[config.mk]
export PLATFORM = sky130hd
export DESIGN_NAME = uart_frame_tx
export DESIGN_NICKNAME = d
export VERILOG_FILES = /design/src/rtl/utx_pkg.sv /design/src/rtl/utx_baud_gen.sv /design/src/rtl/utx_parity.sv /design/src/rtl/utx_sequencer.sv /design/src/rtl/uart_frame_tx.sv
export SDC_FILE = /design/constraint.sdc
export NUM_CORES = 1
export LEC_CHECK = 0
export BUFFER_PORTS_ARGS = -buffer_cell sky130_fd_sc_hd__buf_2
export CAP_MARGIN = 25
export CORE_ASPECT_RATIO = 0.9
export CORE_UTILIZATION = 40
export DETAILED_ROUTE_END_ITERATION = 8
export PLACE_DENSITY = 0.65
export SLEW_MARGIN = 40
export SYNTH_ARGS = -nofsm -noshare
export SYNTH_HDL_FRONTEND = slang
export SYNTH_HIERARCHICAL = 1
export SYNTH_SLANG_ARGS = --single-unit
export TNS_END_PERCENT = 100
[constraint.sdc]
create_clock -name clk -period 4.5 [get_ports clk]
set_input_delay 1.125 -clock clk [delete_from_list [all_inputs] [get_ports clk]]
set_output_delay 1.125 -clock clk [all_outputs]
set_load 0.01 [all_outputs]
[src/rtl/utx_pkg.sv]
package utx_pkg;
  typedef enum logic [1:0] {
    PAR_OFF  = 2'b00,
    PAR_EVEN = 2'b01,
    PAR_ODD  = 2'b10,
    PAR_OFF2 = 2'b11
  } par_mode_e;

  localparam int unsigned MIN_DATA_BITS = 5;
endpackage

[src/rtl/utx_baud_gen.sv]
module utx_baud_gen #(
  parameter int unsigned DIV_W = 16
) (
  input  logic             clk,
  input  logic             rst,
  input  logic             load,
  input  logic [DIV_W-1:0] period,
  input  logic             run,
  output logic             tick
);
  logic [DIV_W-1:0] cnt_q;
  logic [DIV_W-1:0] rld_q;

  assign tick = run && (cnt_q == '0);

  always_ff @(posedge clk) begin
    if (rst) begin
      cnt_q <= '0;
      rld_q <= '0;
    end else if (load) begin
      cnt_q <= period - 1'b1;
      rld_q <= period - 1'b1;
    end else if (run) begin
      if (cnt_q == '0) cnt_q <= rld_q;
      else             cnt_q <= cnt_q - 1'b1;
    end
  end

  AST_CNT_BOUND: assert property (@(posedge clk) disable iff (rst)
    run |-> (cnt_q <= rld_q)) else $error("counter above reload");
endmodule

[src/rtl/utx_parity.sv]
module utx_parity #(
  parameter int unsigned DATA_W = 9,
  parameter int unsigned BITS_W = 4
) (
  input  logic [DATA_W-1:0] data,
  input  logic [BITS_W-1:0] nbits,
  input  logic              odd,
  output logic              par
);
  always_comb begin
    par = odd;
    for (int i = 0; i < DATA_W; i++) begin
      if (i < int'(nbits)) par = par ^ data[i];
    end
  end
endmodule

[src/rtl/utx_sequencer.sv]
module utx_sequencer #(
  parameter int unsigned FRAME_W = 13,
  parameter int unsigned LEN_W   = 4
) (
  input  logic               clk,
  input  logic               rst,
  input  logic               start,
  input  logic [FRAME_W-1:0] frame,
  input  logic [LEN_W-1:0]   len,
  input  logic               tick,
  output logic               tx,
  output logic               active
);
  logic [FRAME_W-2:0] sh_q;
  logic [LEN_W-1:0]   left_q;

  always_ff @(posedge clk) begin
    if (rst) begin
      tx     <= 1'b1;
      active <= 1'b0;
      sh_q   <= '1;
      left_q <= '0;
    end else if (start) begin
      tx     <= frame[0];
      active <= 1'b1;
      sh_q   <= frame[FRAME_W-1:1];
      left_q <= len - 1'b1;
    end else if (active && tick) begin
      if (left_q == '0) begin
        tx     <= 1'b1;
        active <= 1'b0;
      end else begin
        tx     <= sh_q[0];
        sh_q   <= {1'b1, sh_q[FRAME_W-2:1]};
        left_q <= left_q - 1'b1;
      end
    end
  end

  AST_BIT_HOLD: assert property (@(posedge clk) disable iff (rst)
    (active && !tick) |=> $stable(tx)) else $error("bit changed mid period");
endmodule

[src/rtl/uart_frame_tx.sv]
module uart_frame_tx
  import utx_pkg::*;
#(
  parameter int unsigned DATA_W = 9,
  parameter int unsigned DIV_W  = 16,
  localparam int unsigned BITS_W  = $clog2(DATA_W + 1),
  localparam int unsigned FRAME_W = DATA_W + 4,
  localparam int unsigned LEN_W   = $clog2(FRAME_W + 1)
) (
  input  logic              clk,
  input  logic              rst,
  input  logic              in_valid,
  output logic              in_ready,
  input  logic [DATA_W-1:0] in_data,
  input  logic [BITS_W-1:0] cfg_bits,
  input  logic [1:0]        cfg_par,
  input  logic              cfg_stop2,
  input  logic [DIV_W-1:0]  cfg_div,
  output logic              tx,
  output logic              busy
);
  par_mode_e          mode;
  logic               par_en;
  logic               par_bit;
  logic [BITS_W-1:0]  bits_c;
  logic [DIV_W-1:0]   div_c;
  logic [FRAME_W-1:0] frame;
  logic [LEN_W-1:0]   len;
  logic               accept;
  logic               tick;
  logic               active;

  assign mode   = par_mode_e'(cfg_par);
  assign par_en = (mode == PAR_EVEN) || (mode == PAR_ODD);
  assign div_c  = (cfg_div == '0) ? DIV_W'(1) : cfg_div;

  always_comb begin
    if (cfg_bits < BITS_W'(MIN_DATA_BITS))  bits_c = BITS_W'(MIN_DATA_BITS);
    else if (cfg_bits > BITS_W'(DATA_W))    bits_c = BITS_W'(DATA_W);
    else                                    bits_c = cfg_bits;
    if (par_en && bits_c == BITS_W'(DATA_W)) bits_c = BITS_W'(DATA_W - 1);
  end

  utx_parity #(.DATA_W(DATA_W), .BITS_W(BITS_W)) u_par (
    .data  (in_data),
    .nbits (bits_c),
    .odd   (mode == PAR_ODD),
    .par   (par_bit)
  );

  always_comb begin
    frame    = '1;
    frame[0] = 1'b0;
    for (int i = 0; i < DATA_W; i++) begin
      if (i < int'(bits_c)) frame[i+1] = in_data[i];
    end
    if (par_en) frame[int'(bits_c) + 1] = par_bit;
    len = LEN_W'(int'(bits_c) + 2 + (par_en ? 1 : 0) + (cfg_stop2 ? 1 : 0));
  end

  assign accept   = in_valid && in_ready;
  assign in_ready = !active;
  assign busy     = active;

  utx_baud_gen #(.DIV_W(DIV_W)) u_baud (
    .clk    (clk),
    .rst    (rst),
    .load   (accept),
    .period (div_c),
    .run    (active),
    .tick   (tick)
  );

  utx_sequencer #(.FRAME_W(FRAME_W), .LEN_W(LEN_W)) u_seq (
    .clk    (clk),
    .rst    (rst),
    .start  (accept),
    .frame  (frame),
    .len    (len),
    .tick   (tick),
    .tx     (tx),
    .active (active)
  );

  AST_START_LOW: assert property (@(posedge clk) disable iff (rst)
    accept |=> (busy && !tx)) else $error("no start bit");
  AST_IDLE_HIGH: assert property (@(posedge clk) disable iff (rst)
    !busy |-> tx) else $error("line low while idle");
  AST_END_ON_STOP: assert property (@(posedge clk) disable iff (rst)
    $fell(busy) |-> (tx && $past(tx))) else $error("frame ended off a stop bit");
endmodule

==> results of run 1 <==
flip-flops by register name (all words and copies together) (netlist names):
name / count
u_seq/sh_q: 12
u_seq/active: 1
u_baud/cnt_q: 16
u_seq/tx: 1
u_baud/rld_q: 16
u_seq/left_q: 4
layout make-up:
| type | instances | area, um2 | area share [%] |
|---|---|---|---|
| well taps | 115 | 144 | 3.86 |
| clock buffers | 5 | 68.8 | 1.84 |
| flip-flops and latches | 50 | 1000 | 26.8 |
| inverters | 20 | 75.1 | 2.01 |
| clock inverters | 3 | 43.8 | 1.17 |
| repair buffers | 43 | 228 | 6.10 |
| multi-input cells | 314 | 2170 | 58.2 |
routing by layer:
layer / up-vias / GRT usage, % / share of wire [%]
met5: - / 0 / 0
met4: 0 / 5.27 / 1.1
met3: 6 / 2.33 / 5.4
met2: 92 / 27.5 / 42
met1: 1433 / 27.6 / 52
li1: 1564 / - / -
power groups by stage:
stage	clock network [mW]	registers, mW	logic [mW]
detailed placement	0	0.530	0.339
floorplan	0	0.523	0.269
finish	0.326	0.521	0.347
CTS	0.335	0.520	0.341
global route	0.353	0.526	0.386
global placement	0	0.529	0.331
final timing paths:
kind,end,slack [ps],cells after the start
hold reg to reg,u_baud/rld_q[4]$_SDFFE_PP0P_,460,1
setup / recovery,u_seq/sh_q[6]$_SDFFE_PP1P_,1140,16
setup reg to reg,u_seq/sh_q[0]$_SDFFE_PP1P_,1610,9
hold / removal,u_baud/rld_q[4]$_SDFFE_PP0P_,460,1
stage by stage:
stage                     cell area [um2]  setup WS, ps  hold slack [ps]
after floorplan                      3450          1000              423
after global placement               3610           700              430
after detailed placement             3610           622              442
after CTS                            3720           930              465
after global routing                 3730           944              476
final                                3730          1140              465
kinds of logic after synthesis:
group	count (synthesis)	synth area share [%]
AND/OR/NAND/NOR	132	22.0
other	2	0.218
adder cells (fa/ha/maj)	7	2.76
buffers and inverters	67	8.22
flip-flops	50	29.1
AO/OA/AOI/OAI	143	30.5
multiplexers	3	0.873
XOR/XNOR	25	6.37
layout by cell type, fill, tap and decap left out, drive strengths merged, types with 5 or more instances in the layout:
cell,Yosys,routed
nor2,36,36
clkbuf,34,6
o21ai,26,26
xor2,8,8
nor2b,15,15
nor4,11,11
a211oi,23,23
or4,6,6
o21a,19,19
nand2,23,23
o221ai,5,5
inv,20,21
dfxtp,50,50
xnor2,17,17
nand3,6,6
ha,6,6
nor3,12,12
buf,13,42
a21oi,28,28
critical path, stage by stage:
cell      delay, ps
buf_2            70
inv_1            30
ha_1            310
nand2b_1         60
a32oi_1         370
clkbuf_2        260
inv_1            50
a21oi_1         130
o221ai_1        150
xor2_1          200
xnor2_1         130
nor2_1          210
a21oi_1         110
o22a_1          160
nor2b_1         100
o21ai_1          70
==> flow_summary.toml, run 1 <==
[run_status]
status = "finished clean"

[yosys]
yosysMostFrequentCell = "dfxtp_1"
synth_edf_count = 0
synth.top_cell.area_share_pct = 29.1
async_flop_share_pct = 0
syn-instance-count = 429
synthTopCellsByArea = "dfxtp_1, xnor2_1, o21a_1, a21oi_1, clkbuf_1"
synth-seq-area-share_pct = 29.1
avgSynthCellArea_um2 = 8.02
ys_top_cells_by_count = "dfxtp_1, clkbuf_1, nor2_1"
ys.flop_type = "dfxtp_1"
synth_seq_cells = 50
ys_warn_count = 6
synth_cell_types = 72
syn_area_um2 = 3440
synth_top_area_cell = "dfxtp_1"

[cts]
postCtsSetupBuffers = 0
cts_buffers = 5
ctsHoldBuffers = 0
cts_buffer_depth = 2
cts.htree.levels = 2
insertion_delay_ps = 310
cts_resized = 0
clock-sinks = 50
ctsRootBufferMaster = "clkbuf_8"
cts_tree = "built"
clk_pin_slew_ps = 90

[worst_setup_path]
crit_start = "cfg_par[0]"
cp-start-kind = "input pin"
path_class = "in2reg"
arrival_ps = 3540
r2r-start = "u_baud/cnt_q[0]$_SDFFE_PP0P_"
end_kind = "register"
cp.required_ps = 4680
critPathMaxFanout = 6

[grt]
grt_max_degree = 51
track_usage_pct = 18.5
antenna_found_initial = 0
grt_pass1_vias = 2787
grt_overflow = 0
grt_pass1_wl_um = 13700

[job]
drv_cap = 0

[place]
dp_hpwl_um = 5680
io_buffers = 37
routabilityCongestion = 0.829
dpl.cell_count = 540

[power_and_ir_drop]
combinationalPowerShare_pct = 29.1
power_density_nw_per_um2 = 320
seq_power_share_pct = 43.6
switchingPower_mw = 0.397
p_leak_nw = 1.36
p_int_mw = 0.797
power_mw = 1.19
switching_share_pct = 33.3
ir_worst_vdd_mv = 0.134
clockPowerShare_pct = 27.3

[hold_path]
hp-class = "reg2reg"
holdCritStartpoint = "u_baud/rld_q[4]$_SDFFE_PP0P_"

[floorplan]
num_rows = 31
core_um2 = 8180
die_w_um = 99.7
die_h_um = 90.0
io-pin-count = 38
initial_utilization_pct = 42.0
dieArea_um2 = 8970

[timing]
fmax_mhz = 298
timing.final.crit_period_ps = 3360
worstMarginPinSlew_ps = 690
finClkSkew_ps = 10.2
hold_violations = 0
slew_headroom_pct = 54.0
maxSlewViolCount = 0
rsz0062_at_grt = "no"
fin_tns_setup_ps = 0
finalSetupViolations = 0
min_period_over_period_pct = 74.7

[drt]
avgRoutedWirePerCell_um = 14.7
wl_um = 8080
vias = 3095
drc = 0
vias_per_cell = 5.63
dr.pass1.iters = 5
drt_iter0_markers = 207
drt.antenna.violating_nets = 0

[cells_and_area]
final_util_pct = 45.6
fin_nets = 476
drive_above_1_share_pct = 18.4
area_growth_pct = 8.48
fin_cells = 550
n_antenna_cell = 0
fill_cells = 798
Note: power is estimated with default switching activity, not from simulation.
==> run 2, diff against run 1 <==
PLACE_DENSITY = 0.67   (was 0.65)
clock period = 2.7 ns   (was 4.5 ns; I/O delays follow)
==> run 2 against run 1 <==
Net effect:
- critical endpoint is now u_seq/left_q[2]$_SDFFE_PP0P_
- worst setup slack got worse by 1100 ps
- sequential cell count unchanged
- largest power group unchanged
- sequential share of layout area decreased by 3.4 points
- clock power is 67% higher
==> flow_summary.toml, run 2 (synthesis gave the netlist of run 1 again) <==
[drt]
dr.pass1.iters = 4
vias = 3318
drc = 0
vias_per_cell = 5.57
drt.antenna.violating_nets = 0
avgRoutedWirePerCell_um = 14.8
drt_iter0_markers = 235
wl_um = 8800

[place]
dp_slack_ps = -344
io_buffers = 37
routabilityCongestion = 0.856
dpl.cell_count = 587
dp_hpwl_um = 6430

[cells_and_area]
fin_cells = 596
regArea_um2 = 1000
multi_input_area_um2 = 2290
drive_above_1_share_pct = 29.9
biggestRegsByFlops = "u_baud/cnt_q: 16 flops, u_baud/rld_q: 16 flops, u_seq/sh_q: 12 flops"
fin_nets = 523
final_cell_mix = "dfxtp_1, buf_4, buf_2"
area_growth_pct = 24.3
final_common_cell = "dfxtp_1"
n_antenna_cell = 0
fill_cells = 747

[job]
drv_cap = 0

[cts]
cts_buffer_depth = 2
clock-sinks = 50
cts_tree = "built"
cts.htree.levels = 2
ctsRootBufferMaster = "clkbuf_8"
clk_pin_slew_ps = 90
insertion_delay_ps = 310
cts_buffers = 5

[worst_setup_path]
path_class = "in2reg"
arrival_ps = 2890
critPathBufInv = 5
crit_family = "adder cells"
crit_chain = "buf_8 -> inv_8 -> ha_4 -> nand2b_4 -> a32oi_4 -> buf_6 -> fa_2 -> inv_2 -> ha_4 -> inv_2 -> mux2i_2 -> ha_2 -> nor3b_2 -> xor2_1 -> o21a_1"
cp.required_ps = 2900
end_kind = "register"
slowest_stage = "a32oi_4"
critPathMaxFanout = 5
max_stage_delay_ps = 280
cp-start-kind = "input pin"

[power_and_ir_drop]
ir_worst_vdd_mv = 0.229
power_mw = 2.11
p_leak_nw = 1.61
power_density_nw_per_um2 = 494

[floorplan]
io-pin-count = 38
core_um2 = 8180
initial_utilization_pct = 42.0
num_rows = 31
die_w_um = 99.7
dieArea_um2 = 8970
die_h_um = 90.0

[timing]
timing.final.crit_period_ps = 2690
finalSetupViolations = 0
fin_tns_setup_ps = 0
setup_ws_ps = 7.94
fmax_mhz = 371
finClkSkew_ps = 9.12
hold_violations = 0
rsz0062_at_grt = "yes"
holdWs_ps = 457
min_period_over_period_pct = 99.7
maxSlewViolCount = 0

[hold_path]
hp-class = "reg2reg"

[run_status]
status = "finished clean"

[grt]
grt_overflow = 0
track_usage_pct = 19.9
grt_pass1_wl_um = 14700
grt_max_degree = 31
antenna_found_initial = 0
grt_pass1_vias = 3098
[run 2: cell count changes in the layout (fill, tap and decap cells not counted), sizes merged]
cell and delta:
clkinvlp +1, buf +48, inv -2, clkinv -1
[run 2: worst paths after layout]
| path | start | end | slack, ps | cells past startpoint |
|---|---|---|---|---|
| worst max-delay path | cfg_par[0] | u_seq/left_q[2]$_SDFFE_PP0P_ | 8 | 15 |
| worst min-delay path | u_baud/rld_q[3]$_SDFFE_PP0P_ | u_baud/rld_q[3]$_SDFFE_PP0P_ | 460 | 1 |
| worst max register to register | u_baud/cnt_q[8]$_SDFFE_PP0P_ | u_seq/sh_q[1]$_SDFFE_PP1P_ | 210 | 7 |
| worst min register to register | u_baud/rld_q[3]$_SDFFE_PP0P_ | u_baud/rld_q[3]$_SDFFE_PP0P_ | 460 | 1 |
[run 2: report_power, final]
group          switching [mW]  internal (mW)
registers              0.0652          0.805
clock network           0.248          0.297
logic                   0.368          0.331
[run 2: cell type report]
| cell class | instances | area share [%] |
|---|---|---|
| multi-input cells | 314 | 53.7 |
| flip-flops and latches | 50 | 23.4 |
| repair buffers | 90 | 14.9 |
| well taps | 115 | 3.36 |
| inverters | 20 | 2.02 |
| clock buffers | 6 | 1.93 |
| clock inverters | 1 | 0.702 |
[run 2: routing by layer]
metal	share of wire, %	vias up	GRT usage [%]
li1	-	1663	-
met1	50	1566	28.3
met2	46	83	31.9
met3	3.3	6	2.26
met4	1.0	0	5.15
met5	0	-	0
[run 2: repair_timing]
item                                    CTS  global route
setup buffers                             0             2
gates cloned                              0             0
pin swaps                                 2            13
endpoints found under the setup margin    2            14
gates resized for setup                   2            17
hold buffers                              0             0
[run 2: metrics by stage]
step,cell area [um2],utilization (%)
2_1_floorplan,3520,-
3_3_place_gp,4040,49.4
3_5_place_dp,4040,49.4
4_1_cts,4160,50.8
5_1_grt,4280,52.3
6_report,4280,52.3
